$ cat config.mk
export PLATFORM = sky130hd
export DESIGN_NAME = prot_range_filter
export DESIGN_NICKNAME = d
export VERILOG_FILES = /design/src/rtl/prf_pkg.sv /design/src/rtl/prf_regs.sv /design/src/rtl/prf_match.sv /design/src/rtl/prf_decide.sv /design/src/rtl/prot_range_filter.sv
export SDC_FILE = /design/constraint.sdc
export NUM_CORES = 1
export LEC_CHECK = 0
export ABC_AREA = 1
export ABC_CLOCK_PERIOD_IN_PS = 2000
export BUFFER_PORTS_ARGS = -buffer_cell sky130_fd_sc_hd__buf_2
export CAP_MARGIN = 40
export CORE_MARGIN = 8
export CORE_UTILIZATION = 46
export CTS_CLUSTER_SIZE = 10
export DETAILED_ROUTE_END_ITERATION = 12
export GPL_TIMING_DRIVEN = 1
export PLACE_DENSITY = 0.79
export SLEW_MARGIN = 0
export SYNTH_ARGS = -nofsm -noshare
export SYNTH_HDL_FRONTEND = slang
export SYNTH_SLANG_ARGS = --single-unit
$ cat constraint.sdc
create_clock -name clk_i -period 2 [get_ports clk_i]
set_clock_uncertainty 0.05 [all_clocks]
set_input_delay 0.1 -clock clk_i [delete_from_list [all_inputs] [get_ports clk_i]]
set_output_delay 0.1 -clock clk_i [all_outputs]
set_load 0.03 [all_outputs]
$ cat src/rtl/prf_pkg.sv
package prf_pkg;
  localparam int unsigned TYPE_W    = 8;
  localparam int unsigned REG_W     = 32;
  localparam int unsigned PAGE_LSB  = 12;
  localparam int unsigned VALID_BIT = 11;

  typedef logic [TYPE_W-1:0] mtype_t;
  localparam mtype_t MT_UC = 8'h00;

  typedef enum logic {SEL_BASE = 1'b0, SEL_MASK = 1'b1} reg_sel_e;

  localparam logic [REG_W-1:0] BASE_WMASK = 32'hFFFF_F0FF;
  localparam logic [REG_W-1:0] MASK_WMASK = 32'hFFFF_F800;
endpackage

$ cat src/rtl/prf_regs.sv
module prf_regs
  import prf_pkg::*;
#(
  parameter bit FEATURE_EN = 1'b1
) (
  input  logic             clk_i,
  input  logic             rst_ni,
  input  logic             cfg_valid_i,
  input  logic             cfg_we_i,
  input  logic             cfg_sel_i,
  input  logic             cfg_mgmt_i,
  input  logic [REG_W-1:0] cfg_wdata_i,
  output logic [REG_W-1:0] cfg_rdata_o,
  output logic             cfg_fault_o,
  output logic [REG_W-1:0] base_o,
  output logic [REG_W-1:0] mask_o
);
  if (FEATURE_EN) begin : g_regs
    logic [REG_W-1:0] base_q, mask_q, rdata_q;
    logic             fault_q;
    logic             wr_ok, wr_bad;

    assign wr_ok  = cfg_valid_i && cfg_we_i && cfg_mgmt_i;
    assign wr_bad = cfg_valid_i && cfg_we_i && !cfg_mgmt_i;

    always_ff @(posedge clk_i or negedge rst_ni) begin
      if (!rst_ni) begin
        base_q  <= '0;
        mask_q  <= '0;
        rdata_q <= '0;
        fault_q <= 1'b0;
      end else begin
        fault_q <= wr_bad;
        rdata_q <= '0;
        if (wr_ok && reg_sel_e'(cfg_sel_i) == SEL_BASE) base_q <= cfg_wdata_i & BASE_WMASK;
        if (wr_ok && reg_sel_e'(cfg_sel_i) == SEL_MASK) mask_q <= cfg_wdata_i & MASK_WMASK;
        if (cfg_valid_i && !cfg_we_i)
          rdata_q <= (reg_sel_e'(cfg_sel_i) == SEL_MASK) ? mask_q : base_q;
      end
    end

    assign base_o      = base_q;
    assign mask_o      = mask_q;
    assign cfg_rdata_o = rdata_q;
    assign cfg_fault_o = fault_q;

    // an unprivileged write faults and changes nothing
    a_r4_unpriv_write_dropped: assert property (@(posedge clk_i) disable iff (!rst_ni)
      wr_bad |=> cfg_fault_o && $stable(base_o) && $stable(mask_o));
    // unused register bits stay clear
    a_r2_reserved_clear: assert property (@(posedge clk_i) disable iff (!rst_ni)
      ((base_o & ~BASE_WMASK) == '0) && ((mask_o & ~MASK_WMASK) == '0));
  end else begin : g_absent
    logic fault_q;
    always_ff @(posedge clk_i or negedge rst_ni) begin
      if (!rst_ni) fault_q <= 1'b0;
      else         fault_q <= cfg_valid_i;
    end
    assign base_o      = '0;
    assign mask_o      = '0;
    assign cfg_rdata_o = '0;
    assign cfg_fault_o = fault_q;

    // without the feature every access faults
    a_r5_absent_faults: assert property (@(posedge clk_i) disable iff (!rst_ni)
      cfg_valid_i |=> cfg_fault_o && cfg_rdata_o == '0);
  end
endmodule

$ cat src/rtl/prf_match.sv
module prf_match
  import prf_pkg::*;
#(
  parameter int unsigned ADDR_W = 32
) (
  input  logic [ADDR_W-1:0] addr_i,
  input  logic [REG_W-1:0]  base_i,
  input  logic [REG_W-1:0]  mask_i,
  output logic              hit_o,
  output mtype_t            type_o
);
  localparam int unsigned NPG = REG_W - PAGE_LSB;

  logic [NPG-1:0] bit_ok;
  logic           high_zero;

  for (genvar i = 0; i < NPG; i++) begin : g_cmp
    assign bit_ok[i] = !mask_i[PAGE_LSB+i] ||
                       (addr_i[PAGE_LSB+i] == base_i[PAGE_LSB+i]);
  end

  if (ADDR_W > REG_W) begin : g_high
    assign high_zero = (addr_i[ADDR_W-1:REG_W] == '0);
  end else begin : g_nohigh
    assign high_zero = 1'b1;
  end

  assign hit_o  = mask_i[VALID_BIT] && high_zero && (&bit_ok);
  assign type_o = base_i[TYPE_W-1:0];
endmodule

$ cat src/rtl/prf_decide.sv
module prf_decide
  import prf_pkg::*;
#(
  parameter int unsigned DATA_W = 64
) (
  input  logic              clk_i,
  input  logic              rst_ni,
  input  logic              req_valid_i,
  input  logic              req_we_i,
  input  logic              req_mgmt_i,
  input  logic [DATA_W-1:0] req_wdata_i,
  input  mtype_t            gen_type_i,
  input  logic              hit_i,
  input  mtype_t            rng_type_i,
  output logic              rsp_valid_o,
  output logic              rsp_pass_o,
  output mtype_t            rsp_type_o,
  output logic              rsp_wsupp_o,
  output logic              rsp_wr_o,
  output logic [DATA_W-1:0] rsp_wdata_o,
  output logic [DATA_W-1:0] rsp_rdata_o
);
  logic              block, wr_d;
  mtype_t            type_d;

  assign block  = hit_i && !req_mgmt_i;
  assign wr_d   = req_we_i && !block;
  assign type_d = block ? MT_UC : (hit_i ? rng_type_i : gen_type_i);

  always_ff @(posedge clk_i or negedge rst_ni) begin
    if (!rst_ni) begin
      rsp_valid_o <= 1'b0;
      rsp_pass_o  <= 1'b0;
      rsp_type_o  <= MT_UC;
      rsp_wsupp_o <= 1'b0;
      rsp_wr_o    <= 1'b0;
      rsp_wdata_o <= '0;
      rsp_rdata_o <= '0;
    end else begin
      rsp_valid_o <= req_valid_i;
      rsp_pass_o  <= req_valid_i && !block;
      rsp_type_o  <= req_valid_i ? type_d : MT_UC;
      rsp_wsupp_o <= req_valid_i && block && req_we_i;
      rsp_wr_o    <= req_valid_i && wr_d;
      rsp_wdata_o <= (req_valid_i && wr_d) ? req_wdata_i : '0;
      rsp_rdata_o <= (req_valid_i && block && !req_we_i) ? {DATA_W{1'b1}} : '0;
    end
  end

  a_r12_one_rsp: assert property (@(posedge clk_i) disable iff (!rst_ni)
    req_valid_i |=> rsp_valid_o);
  a_r12_no_spurious: assert property (@(posedge clk_i) disable iff (!rst_ni)
    !req_valid_i |=> !rsp_valid_o);
  a_r9_write_blocked: assert property (@(posedge clk_i) disable iff (!rst_ni)
    req_valid_i && hit_i && !req_mgmt_i && req_we_i |=>
      !rsp_pass_o && rsp_wsupp_o && !rsp_wr_o && rsp_wdata_o == '0 && rsp_type_o == MT_UC);
  a_r10_read_fill: assert property (@(posedge clk_i) disable iff (!rst_ni)
    req_valid_i && hit_i && !req_mgmt_i && !req_we_i |=>
      !rsp_pass_o && rsp_rdata_o == {DATA_W{1'b1}} && rsp_type_o == MT_UC);
  a_r8_mgmt_type: assert property (@(posedge clk_i) disable iff (!rst_ni)
    req_valid_i && hit_i && req_mgmt_i |=> rsp_pass_o && rsp_type_o == $past(rng_type_i));
  a_r11_miss_general: assert property (@(posedge clk_i) disable iff (!rst_ni)
    req_valid_i && !hit_i |=> rsp_pass_o && rsp_type_o == $past(gen_type_i) && !rsp_wsupp_o);
endmodule

$ cat src/rtl/prot_range_filter.sv
module prot_range_filter
  import prf_pkg::*;
#(
  parameter int unsigned ADDR_W     = 32,
  parameter int unsigned DATA_W     = 64,
  parameter bit          FEATURE_EN = 1'b1
) (
  input  logic              clk_i,
  input  logic              rst_ni,
  input  logic              cfg_valid_i,
  input  logic              cfg_we_i,
  input  logic              cfg_sel_i,
  input  logic              cfg_mgmt_i,
  input  logic [31:0]       cfg_wdata_i,
  output logic [31:0]       cfg_rdata_o,
  output logic              cfg_fault_o,
  input  logic              req_valid_i,
  input  logic              req_we_i,
  input  logic              req_mgmt_i,
  input  logic [ADDR_W-1:0] req_addr_i,
  input  logic [DATA_W-1:0] req_wdata_i,
  input  logic [7:0]        gen_type_i,
  output logic              rsp_valid_o,
  output logic              rsp_pass_o,
  output logic [7:0]        rsp_type_o,
  output logic              rsp_wsupp_o,
  output logic              rsp_wr_o,
  output logic [DATA_W-1:0] rsp_wdata_o,
  output logic [DATA_W-1:0] rsp_rdata_o
);
  logic [REG_W-1:0] base, mask;
  logic             hit;
  mtype_t           rng_type;

  prf_regs #(.FEATURE_EN(FEATURE_EN)) u_regs (
    .clk_i, .rst_ni, .cfg_valid_i, .cfg_we_i, .cfg_sel_i, .cfg_mgmt_i,
    .cfg_wdata_i, .cfg_rdata_o, .cfg_fault_o, .base_o(base), .mask_o(mask)
  );

  prf_match #(.ADDR_W(ADDR_W)) u_match (
    .addr_i(req_addr_i), .base_i(base), .mask_i(mask), .hit_o(hit), .type_o(rng_type)
  );

  prf_decide #(.DATA_W(DATA_W)) u_decide (
    .clk_i, .rst_ni, .req_valid_i, .req_we_i, .req_mgmt_i, .req_wdata_i,
    .gen_type_i, .hit_i(hit), .rng_type_i(rng_type),
    .rsp_valid_o, .rsp_pass_o, .rsp_type_o, .rsp_wsupp_o, .rsp_wr_o,
    .rsp_wdata_o, .rsp_rdata_o
  );
endmodule

* After elaboration in Yosys (flattened, before gate mapping)
Cells that the tools add are included.
** Operators by class
- Equal/unequal tests :: 20
- Muxes and demuxes :: 7
- Bitwise logic cells :: 1
- Reductions and logical operators :: 60
** Operators by type and width (number)
- $mux W64 :: 2
- $mux W32 :: 2
- $logic_not A1 Y1 :: 25
- $mux W8 :: 3
- $eq A1 B1 Y1 :: 20
- $logic_or A1 B1 Y1 :: 20
- $reduce_and A20 Y1 :: 1
- $logic_and A1 B1 Y1 :: 14
- $not A1 Y1 :: 1
** Word-level totals
- Flip-flop bits (word level) :: 222
- Logic and storage cells :: 99

* Longest topological paths before layout
Gate-level depths: netlist of the first run.
- Depth after elaboration :: 9
- Depth in mapped cells :: 12
- Depth with buffers taken out :: 10

* Cells and area by module
From an unflattened synthesis of the first run, not the netlist that was laid out.
** Second synthesis, totals
- Cell total of the unflattened synthesis :: 794
- Area, all modules :: 7293.2 µm²
** Modules (own cells, without submodules)
- prf_decide :: times used 1, cells an instance 335, area each 3626.0 µm², sequential area each 1926.8 µm²
- prf_regs :: times used 1, cells an instance 355, area each 3213.1 µm², sequential area each 1976.9 µm²
- prf_match :: times used 1, cells an instance 104, area each 454.2 µm², sequential area each 0.0 µm²

* Least setup slack after synthesis of the first run
OpenSTA, ideal clock, no wires.
- Path kind :: reg2out
- From :: register u_decide.rsp_rdata_o[62] (netlist name)
- To :: output rsp_rdata_o[10]
- Data arrival time :: 1.757 ns
- Required time :: 1.850 ns
- Setup slack :: 0.093 ns
- Cell stages (with the launch flop) :: 2
- Cells stage by stage :: dfrtp_1 > buf_4
** RTL lines
- end: declaration :: RTL line prot_range_filter.sv:29 : output logic [DATA_W-1:0] rsp_rdata_o

* Worst setup path in the final report of the first run
- From :: register u_regs.g_regs.base_q[17], in the netlist u_regs.base_o[17]
- To :: register u_decide.rsp_wdata_o[1]
** On the way
- Longest elaborated chain between the ends :: 9
** Ends and longest elaborated chain
- start: declaration :: RTL line prf_regs.sv:19 : logic [REG_W-1:0] base_q, mask_q, rdata_q;
- start signal: assignment :: RTL line prf_regs.sv:35 : if (wr_ok && reg_sel_e'(cfg_sel_i) == SEL_BASE) base_q <= cfg_wdata_i & BASE_WMASK;
- $eq A1 B1 Y1 :: RTL line prf_match.sv:19 : (addr_i[PAGE_LSB+i] == base_i[PAGE_LSB+i]);
- $logic_or A1 B1 Y1 :: RTL line prf_match.sv:18 : assign bit_ok[i] = !mask_i[PAGE_LSB+i] ||
- $reduce_and A20 Y1 :: RTL line prf_match.sv:28 : assign hit_o = mask_i[VALID_BIT] && high_zero && (&bit_ok);
- $logic_and A1 B1 Y1 :: RTL line prf_match.sv:28
- $logic_and A1 B1 Y1 :: RTL line prf_decide.sv:26 : assign block = hit_i && !req_mgmt_i;
- $logic_not A1 Y1 :: RTL line prf_decide.sv:27 : assign wr_d = req_we_i && !block;
- $logic_and A1 B1 Y1 :: RTL line prf_decide.sv:27
- $logic_and A1 B1 Y1 :: RTL line prf_decide.sv:45 : rsp_wdata_o <= (req_valid_i && wr_d) ? req_wdata_i : '0;
- $mux W64 :: RTL line prf_decide.sv:45
- end signal: assignment :: RTL line prf_decide.sv:45
- end: declaration :: RTL line prf_decide.sv:20 : output logic [DATA_W-1:0] rsp_wdata_o,
No other way between the ends.
A chain may end at the register's enable or synchronous reset.

==> flow_metrics.env, run 1 <==
export IMPL_status="finished, final reports clean"
export IMPL_antenna_found_initial=6
export IMPL_powerDensity_mw_per_mm2=899.1
export IMPL_yosysTopAreaCellShare=0.5968
export IMPL_portBuffers=299
export IMPL_synthFlopType="dfrtp_1"
export IMPL_start_util=0.4712
export IMPL_start_kind="register"
export IMPL_vias_per_cell=4.839
export IMPL_worst_path_max_fanout=65
export IMPL_synth_async_reset_ratio=1.000
export IMPL_final_util=0.6846
export IMPL_use_met3=0.06862
export IMPL_die_x_um=135.3
export IMPL_cts_root_buf="clkbuf_16"
export IMPL_ys_ff_latch=156
export IMPL_max_freq_mhz=534.0
export IMPL_num_rows=43
export IMPL_grtUsageMet2=0.4184
export IMPL_min_period_over_period=0.9363
export IMPL_drive_above_1_share=0.3220
export IMPL_fillerInstances=1006
export IMPL_required_ns=2.24
export IMPL_postSynthAreaPerCell_um2=9.073
export IMPL_wl_per_cell_um=17.74
export IMPL_gp_congestion=0.8402
export IMPL_yosysTopAreaCell="dfrtp_1"
export IMPL_crit_type="register to register"
export IMPL_ys_top_cells_by_area="dfrtp_1 60%, buf_4 7.7%, inv_1 7.3%, nand2_1 7.0%, nor2_1 5.4%"
export IMPL_synth_seq_area_share=0.5968
export IMPL_finalHoldViolations=0
export IMPL_max_slew_margin_rel=0.6137
export IMPL_coreArea_mm2=0.01388
export IMPL_wl_mm=22.58
export IMPL_grt_ovfl_total=0
export IMPL_worst_slew_pin_slew_ns=0.5788
export IMPL_rsz0062_at_grt="no"
export IMPL_io_pins=318
export IMPL_dp_cells=1125
export IMPL_cts_resized=0
export IMPL_maxCapViolations=0
export IMPL_final_cells=1273
export IMPL_insertion_delay_ns=0.41
export IMPL_p_leak_nw=5.640
export IMPL_fin_crit_ns=1.873
export IMPL_clock_sinks=156
export IMPL_num_nets_final=1217
export IMPL_busiest_layer="met2"
export IMPL_grt_use_total=0.2417
export IMPL_first_pass_iters=6
export IMPL_setup_viol=0
export IMPL_antenna_left=0
export IMPL_power_mw=8.544
export IMPL_cts_reportedPaths_clkPinSlew_ns=0.06
export IMPL_vias=6160
export IMPL_yosysWarnings=0
export IMPL_grt_pass1_vias=6297
export IMPL_hp_class="input pin to register"
export IMPL_syn_area_mm2=0.006541
export IMPL_syn2layout_area_growth_pct=45.28
export IMPL_grt_max_degree=66
export IMPL_numCtsBuffers=17
export IMPL_slew_viol_final=0
export IMPL_synthCells=721
export IMPL_tritoncts="built"
export IMPL_dieHeight_um=135.3
export IMPL_design_die_area_mm2=0.01829
export IMPL_dp_hpwl_mm=14.12
export IMPL_grt_pass1_wl_mm=33.89
export IMPL_synth_distinct_cells=18
export IMPL_clockBufferDepth=2
export IMPL_drtIter0Drc=429
export IMPL_ir_drop_mv=0.6242
export IMPL_grt_met1_usage=0.2585
export IMPL_worstPathArrival_ns=2.11
export IMPL_setup_tns_ns=0
export IMPL_synth_edf_count=0
export IMPL_drcViolationCount=0
export IMPL_h_tree_depth=4
export IMPL_endpoint_kind="register"
==> cells in the final DEF (no fill, tap or decap), drive strengths merged, types with 3 or more instances in the layout <==
cell type and count:
nand2 122, mux2 8, clkbuf 21, a21oi 29, nand4 3, dlygate4sd3 108, o21ai 58, dfrtp 156
diode 9, nor2 96, nand3 30, bufinv 4, inv 128, clkinvlp 5, conb 3, buf 310
==> final cells by class <==
class                   count  area, um^2  area share
multi-input cells         351        1548      0.1629
inverters                 128       480.5     0.05056
well taps                 180       225.2     0.02370
repair buffers            418        2716      0.2858
flip-flops and latches    156        3904      0.4108
clock buffers              21       440.4     0.04635
diodes                      9       22.52    0.002370
clock inverters            10       166.4     0.01751
==> per-stage QoR <==
step	setup slack (ns)	cell area [um^2]	hold WS, ns
final	0.1273	9503	0.1431
after detailed placement	0.1767	7792	0.03327
after floorplan	0.09315	6549	-0.2456
after global routing	0.0006730	9493	0.1773
after CTS	0.1668	9480	0.1098
after global placement	0.2166	7792	0.02719
==> power by group <==
part	internal (mW)	switching [mW]	total, mW
registers	3.46	0.189	3.65
clock network	2.09	1.28	3.36
logic	0.586	0.948	1.53
total	6.13	2.42	8.54
==> worst paths after layout <==
| check | cells past startpoint | slack [ns] | start | endpoint |
|---|---|---|---|---|
| min | 5 | 0.14 | cfg_we_i | u_regs.cfg_rdata_o[24] |
| max reg2reg | 8 | 0.13 | u_regs.base_o[17] | u_decide.rsp_wdata_o[1] |
| min in group asynchronous | 2 | 0.15 | rst_ni | u_regs.cfg_rdata_o[20] |
| max | 8 | 0.13 | u_regs.base_o[17] | u_decide.rsp_wdata_o[1] |
| max in group asynchronous | 3 | 1.10 | rst_ni | u_decide.rsp_wdata_o[38] |
| min reg2reg | 2 | 0.46 | u_regs.mask_o[29] | u_regs.mask_o[29] |
==> sequential cells by signal, summed over array words and instances (netlist names) <==
signal / flops
u_decide.rsp_wsupp_o: 1
u_regs.cfg_rdata_o: 29
u_decide.rsp_valid_o: 1
u_decide.rsp_wr_o: 1
u_regs.base_o: 28
u_regs.mask_o: 21
u_decide.rsp_pass_o: 1
u_decide.rsp_rdata_o: 1
u_decide.rsp_type_o: 8
u_decide.rsp_wdata_o: 64
u_regs.cfg_fault_o: 1
==> synth_stat cells (3+ instances only) <==
| master | count |
|---|---|
| nand3_1 | 30 |
| inv_1 | 127 |
| o21ai_0 | 58 |
| buf_6 | 5 |
| nor2_1 | 94 |
| buf_4 | 67 |
| buf_2 | 4 |
| mux2_2 | 8 |
| clkbuf_1 | 12 |
| a21oi_1 | 29 |
| dfrtp_1 | 156 |
| nand2_1 | 122 |
| nand4_1 | 3 |
==> critical path, stage by stage, from the launching register on <==
cell and delay (ns):
dfrtp_1 0.40, or2_1 0.23, nand3_1 0.12, nand3_1 0.09
nor2_1 0.15, nand3_1 0.17, nand3_2 0.13, buf_12 0.26
nor2_1 0.11
==> cell families after synthesis <==
| family | after synthesis | share of synthesized area |
|---|---|---|
| AND/OR/NAND/NOR | 253 | 0.1534 |
| buffers and inverters | 216 | 0.1689 |
| flip-flops | 156 | 0.5968 |
| AO/OA/AOI/OAI | 87 | 0.06657 |
| multiplexers | 8 | 0.01377 |
| other | 1 | 0.0005733 |
==> timing repair <==
item                                   in CTS  in global routing
endpoints found under the hold margin     205                  0
hold buffers                              108                  0
buffers inserted                            0                  0
==> per-layer routing <==
layer | vias to the layer above | wire (um)
met3 | 78 | 1914
met4 | 2 | 1068
li1 | 2823 | -
met1 | 2907 | 7861
met2 | 350 | 11720
met5 | - | 8
(Power assumes the default switching activity.)
==> run 2: changes to the inputs <==
--- a/config.mk
+++ b/config.mk
@@ -14,7 +14,8 @@
 export CTS_CLUSTER_SIZE = 10
 export DETAILED_ROUTE_END_ITERATION = 12
 export GPL_TIMING_DRIVEN = 1
-export PLACE_DENSITY = 0.79
+export HOLD_SLACK_MARGIN = 0.15
+export PLACE_DENSITY = 0.8
 export SLEW_MARGIN = 0
 export SYNTH_ARGS = -nofsm -noshare
 export SYNTH_HDL_FRONTEND = slang
==> run 2 against run 1 <==
  * Non-clock buffer count up 6
  * Worst hold slack better by 0.12 ns
  * Critical path type unchanged
  * Cell count up 0.16%
  * Design area up 0.53%
  * Sequential share of layout area down 0.22 points
  * Utilization up 0.36 points
  * Sequential power about the same
  * Routed wire length down 0.39%
  * Fmax up 4.1%
  * Via count down 0.83%
  * Global-route usage down 0.38 points
==> flow_metrics.env, run 2 (synthesized netlist as in run 1, its figures left out) <==
export IMPL_status="finished, final reports clean"
export IMPL_final_cell_area_mm2=0.009553
export IMPL_reg2reg_to="u_decide.rsp_wdata_o[46]"
export IMPL_r2r_start="u_regs.base_o[14]"
export IMPL_fin_crit_ns=1.798
export IMPL_hold_ws_ns=0.2655
export IMPL_dieHeight_um=135.3
export IMPL_p_leak_nw=5.681
export IMPL_worst_path_max_fanout=33
export IMPL_io_pins=318
export IMPL_hp_class="input pin to register"
export IMPL_clockBufferDepth=2
export IMPL_whs_endpoint="u_decide.rsp_type_o[3]"
export IMPL_r2r_cells=11
export IMPL_powerDensity_mw_per_mm2=880.6
export IMPL_insertion_delay_ns=0.42
export IMPL_regToRegSetupSlack_ns=0.20
export IMPL_crit_type="register to register"
export IMPL_numCtsBuffers=17
export IMPL_cts_reportedPaths_clkPinSlew_ns=0.06
export IMPL_place_area_mm2=0.007787
export IMPL_antenna_found_initial=3
export IMPL_portBuffers=299
export IMPL_top_layer_used="met4"
export IMPL_grt_pass1_vias=6144
export IMPL_grt_max_degree=66
export IMPL_maxCapViolations=0
export IMPL_largest_register_ffs=64
export IMPL_grt_use_total=0.2380
export IMPL_design_die_area_mm2=0.01829
export IMPL_max_freq_mhz=556.1
export IMPL_power_mw=8.412
export IMPL_antenna_left=0
export IMPL_cts_root_buf="clkbuf_16"
export IMPL_wl_mm=22.49
export IMPL_finalHoldViolations=0
export IMPL_worst_slew_pin_slew_ns=0.5957
export IMPL_grt_pass1_wl_mm=33.07
export IMPL_wl_met1_mm=7.762
export IMPL_rsz0062_at_grt="no"
export IMPL_hp_start="req_addr_i[30]"
export IMPL_max_slew_margin_rel=0.6025
export IMPL_mostFrequentLayoutCell="buf_2"
export IMPL_setup_viol=0
export IMPL_vias_per_cell=4.791
export IMPL_coreArea_mm2=0.01388
export IMPL_first_pass_iters=6
export IMPL_slew_viol_final=0
export IMPL_drtIter0Drc=345
export IMPL_wl_met2_mm=11.47
export IMPL_endpoint_kind="register"
export IMPL_most_common_layout_cells="298 x buf_2, 156 x dfrtp_1, 127 x inv_1"
export IMPL_vias=6109
export IMPL_required_ns=2.25
export IMPL_clock_sinks=156
export IMPL_setup_tns_ns=0
export IMPL_wl_per_cell_um=17.64
export IMPL_num_nets_final=1223
export IMPL_start_kind="register"
export IMPL_h_tree_depth=4
export IMPL_die_x_um=135.3
export IMPL_syn2layout_area_growth_pct=46.04
export IMPL_grt_ovfl_total=0
export IMPL_wl_met3_mm=2.070
export IMPL_regMostFlops="u_decide.rsp_wdata_o"
export IMPL_drive_above_1_share=0.3272
export IMPL_num_rows=43
export IMPL_dp_hpwl_mm=14.43
export IMPL_whs_path_depth=6
export IMPL_ir_drop_mv=0.5933
export IMPL_start_util=0.4712
export IMPL_worstPathArrival_ns=2.05
export IMPL_drcViolationCount=0
export IMPL_tritoncts="built"
export IMPL_min_period_over_period=0.8992
export IMPL_gp_congestion=0.8561
export IMPL_cts_setup_buffers=0
==> run 2: cell types whose count changed in the layout (fill, tap and decap cells not counted), moves of 3 or more <==
cell and delta:
clkinvlp_4 -3, diode_2 -5, dlygate4sd3_1 +4, clkbuf_1 -3, clkinv_4 +3
==> run 2: how the worst max path moves through the flow <==
stage	from	endpoint	cells after the start
global placement	u_regs.base_o[17]	u_decide.rsp_wdata_o[44]	8
floorplan	u_decide.rsp_rdata_o[62]	rsp_rdata_o[10]	1
finish	u_regs.base_o[14]	u_decide.rsp_wdata_o[46]	11
detailed placement	u_regs.base_o[23]	u_decide.rsp_type_o[0]	10
CTS	u_regs.base_o[23]	u_decide.rsp_type_o[0]	10
global route	u_regs.base_o[23]	u_decide.rsp_type_o[5]	10
==> run 2: per-stage QoR <==
| step | setup slack [ns] | cells | utilization |
|---|---|---|---|
| global route | 0.03950 | 1274 | 0.6880 |
| CTS | 0.1108 | 1270 | 0.6846 |
| finish | 0.2017 | 1275 | 0.6882 |
| detailed placement | 0.1217 | 1126 | 0.5610 |
| floorplan | 0.09315 | 723 | - |
| global placement | 0.1870 | 1126 | 0.5610 |
==> run 2: worst max-delay path, cell delays in order, from the launching register on <==
cell and delay [ns]:
dfrtp_1 0.40, inv_1 0.08, nand2_1 0.05, nand3_1 0.13, nand2_1 0.07, nor2_1 0.12
nand2_1 0.07, nor2_1 0.11, nand3_2 0.14, nand3_4 0.14, buf_12 0.20, nor2_1 0.10
==> run 2: report_power, final <==
part / internal [mW] / total, mW / leakage [nW] / switching, mW
registers: 3.46 / 3.64 / 2.05 / 0.187
logic: 0.597 / 1.55 / 3.35 / 0.948
clock network: 1.92 / 3.22 / 0.287 / 1.31
total: 5.97 / 8.41 / 5.68 / 2.44
==> run 2: cell type report <==
class | count | area [um^2]
inverters | 128 | 480.5
well taps | 180 | 225.2
repair buffers | 424 | 2776
multi-input cells | 351 | 1563
flip-flops and latches | 156 | 3904
fillers | 967 | 4328
clock buffers | 20 | 456.7
diodes | 4 | 10.01
clock inverters | 12 | 137.6
==> run 2: routing by layer <==
metal,track usage,vias to the layer above
met1,0.2538,2834
met3,0.05972,83
met2,0.4168,368
li1,-,2824
met5,0,-
met4,0.1450,0
==> run 2: what timing repair did <==
item,CTS,global route
gates resized for setup,0,3
endpoints found under the setup margin,0,74
hold endpoints to repair,288,0
hold buffers,112,0
==> run 3: changes to the inputs <==
--- a/config.mk
+++ b/config.mk
@@ -9,13 +9,15 @@
 export ABC_CLOCK_PERIOD_IN_PS = 2000
 export BUFFER_PORTS_ARGS = -buffer_cell sky130_fd_sc_hd__buf_2
 export CAP_MARGIN = 40
+export CELL_PAD_IN_SITES_DETAIL_PLACEMENT = 0
+export CELL_PAD_IN_SITES_GLOBAL_PLACEMENT = 1
 export CORE_MARGIN = 8
-export CORE_UTILIZATION = 46
+export CORE_UTILIZATION = 33
 export CTS_CLUSTER_SIZE = 10
 export DETAILED_ROUTE_END_ITERATION = 12
 export GPL_TIMING_DRIVEN = 1
 export HOLD_SLACK_MARGIN = 0.15
-export PLACE_DENSITY = 0.8
+export PLACE_DENSITY_LB_ADDON = 0.1
 export SLEW_MARGIN = 0
 export SYNTH_ARGS = -nofsm -noshare
 export SYNTH_HDL_FRONTEND = slang
==> run 3 against run 2 <==
  * Worst setup slack lost 0.026 ns
  * Non-clock buffer count shrank 2
  * Flip-flop and latch count stayed put
  * Utilization fell by 19 points
  * Via count is 10% lower
  * Sequential share of layout area is 0.30 points lower
==> flow_metrics.env, run 3 (synthesized netlist as in run 1, its figures left out) <==
export IMPL_status="finished, final reports clean"
export IMPL_setup_viol=0
export IMPL_fin_crit_ns=1.825
export IMPL_largest_register_ffs=64
export IMPL_slew_viol_final=0
export IMPL_most_common_layout_cells="298 x buf_2, 156 x dfrtp_1, 127 x inv_1"
export IMPL_num_nets_final=1221
export IMPL_first_pass_iters=5
export IMPL_gp_congestion=0.7599
export IMPL_drcViolationCount=0
export IMPL_numCtsBuffers=17
export IMPL_h_tree_depth=4
export IMPL_num_rows=51
export IMPL_start_util=0.3361
export IMPL_insertion_delay_ns=0.42
export IMPL_setup_tns_ns=0
export IMPL_hold_ws_ns=0.1951
export IMPL_crit_slowest_cell="dfrtp_1"
export IMPL_tritoncts="built"
export IMPL_grt_pass1_vias=5698
export IMPL_critPathBufInv=1
export IMPL_final_cells=1355
export IMPL_cts_root_buf="clkbuf_16"
export IMPL_cts_reportedPaths_clkPinSlew_ns=0.07
export IMPL_wl_mm=20.06
export IMPL_dp_hpwl_mm=14.24
export IMPL_io_pins=318
export IMPL_worst_path_max_fanout=40
export IMPL_path_cells="or2_1 -> nand3_1 -> nand3_1 -> nor2_1 -> nand3_1 -> nand3_2 -> buf_12 -> nor2_1"
export IMPL_regMostFlops="u_decide.rsp_wdata_o"
export IMPL_die_x_um=156.8
export IMPL_p_leak_nw=5.675
export IMPL_cts_resized=0
export IMPL_coreArea_mm2=0.01946
export IMPL_vias=5499
export IMPL_antenna_left=0
export IMPL_grt_pass1_wl_mm=30.82
export IMPL_start_kind="register"
export IMPL_worstPathArrival_ns=2.08
export IMPL_rsz0062_at_grt="no"
export IMPL_max_freq_mhz=548.1
export IMPL_dp_cells=1211
export IMPL_cp_top_family="simple AND/OR/NAND/NOR gates"
export IMPL_mostFrequentLayoutCell="buf_2"
export IMPL_cp_slowest_stage_delay_ns=0.40
export IMPL_cts_hold_buf=111
export IMPL_cpMostUsedCell="nand3_1"
export IMPL_clockBufferDepth=2
export IMPL_cts_setup_buffers=0
export IMPL_place_area_mm2=0.007904
export IMPL_grt_ovfl_total=0
export IMPL_required_ns=2.25
export IMPL_final_util=0.4945
export IMPL_maxCapViolations=0
export IMPL_drive_above_1_share=0.3232
export IMPL_finalHoldViolations=0
export IMPL_vias_per_cell=4.058
export IMPL_portBuffers=299
export IMPL_dieHeight_um=156.8
export IMPL_fillerInstances=1852
export IMPL_design_die_area_mm2=0.02458
export IMPL_clock_sinks=156
export IMPL_min_period_over_period=0.9123
export IMPL_syn2layout_area_growth_pct=47.13
export IMPL_hp_class="input pin to register"
export IMPL_powerDensity_mw_per_mm2=878.9
export IMPL_ir_drop_mv=0.5967
export IMPL_endpoint_kind="register"
export IMPL_grt_max_degree=65
export IMPL_crit_type="register to register"
export IMPL_final_cell_area_mm2=0.009624
export IMPL_grt_use_total=0.1623
export IMPL_wl_per_cell_um=14.81
export IMPL_antenna_found_initial=3
export IMPL_drtIter0Drc=310
## run 3: cell types whose count changed in the layout (fill, tap and decap cells not counted), sizes merged
cell and change:
bufinv +1, clkbuf -1, clkinvlp -1, diode -3, dlygate4sd3 -1
## run 3: area by class of cell
cell class / instances / area, um^2 / area share
Timing Repair Buffer: 422 / 2754 / 0.2861
Inverter: 128 / 480.5 / 0.04992
Clock inverter: 12 / 160.2 / 0.01664
Clock buffer: 20 / 446.7 / 0.04641
Sequential cell: 156 / 3904 / 0.4056
Antenna cell: 1 / 2.502 / 0.0002600
Tap cell: 265 / 331.6 / 0.03445
Multi-Input combinational cell: 351 / 1545 / 0.1606
## run 3: worst paths after layout
check / startpoint / to / slack (ns) / cells past startpoint
max: u_regs.base_o[17] / u_decide.rsp_wdata_o[45] / 0.18 / 8
min in group asynchronous: rst_ni / u_regs.base_o[0] / 0.68 / 3
min reg2reg: u_regs.mask_o[15] / u_regs.mask_o[15] / 0.45 / 2
max reg2reg: u_regs.base_o[17] / u_decide.rsp_wdata_o[45] / 0.18 / 8
min: cfg_valid_i / u_regs.cfg_rdata_o[27] / 0.20 / 6
max in group asynchronous: rst_ni / u_regs.cfg_rdata_o[0] / 0.35 / 4
## run 3: worst min-delay path: cells and delay by family
kind / cells / cell delay [ns]
and+or+nand+nor: 1 / 0.03
buffers and inverters: 3 / 0.35
AOI/OAI and AO/OA: 2 / 0.14
## run 3: through the flow
step / setup WS, ns / power, mW
2_1_floorplan: 0.09315 / 4.489
3_3_place_gp: 0.2358 / 5.001
3_5_place_dp: 0.1855 / 5.015
4_1_cts: 0.1726 / 8.586
5_1_grt: 0.009319 / 8.917
6_report: 0.1754 / 8.459
## run 3: power by group
group	leakage (nW)	internal, mW	switching (mW)
clock	0.295	2.01	1.33
sequential	2.05	3.45	0.172
combinational	3.33	0.592	0.897
total	5.67	6.06	2.40
## run 3: metal layers
| layer | share of wire | global-route usage | wire length, um | vias up |
|---|---|---|---|---|
| li1 | - | - | - | 2817 |
| met1 | 0.40 | 0.1867 | 7934 | 2466 |
| met2 | 0.49 | 0.2752 | 9892 | 188 |
| met3 | 0.096 | 0.06371 | 1934 | 24 |
| met4 | 0.014 | 0.04531 | 284 | 4 |
| met5 | 0.00090 | 0 | 18 | - |
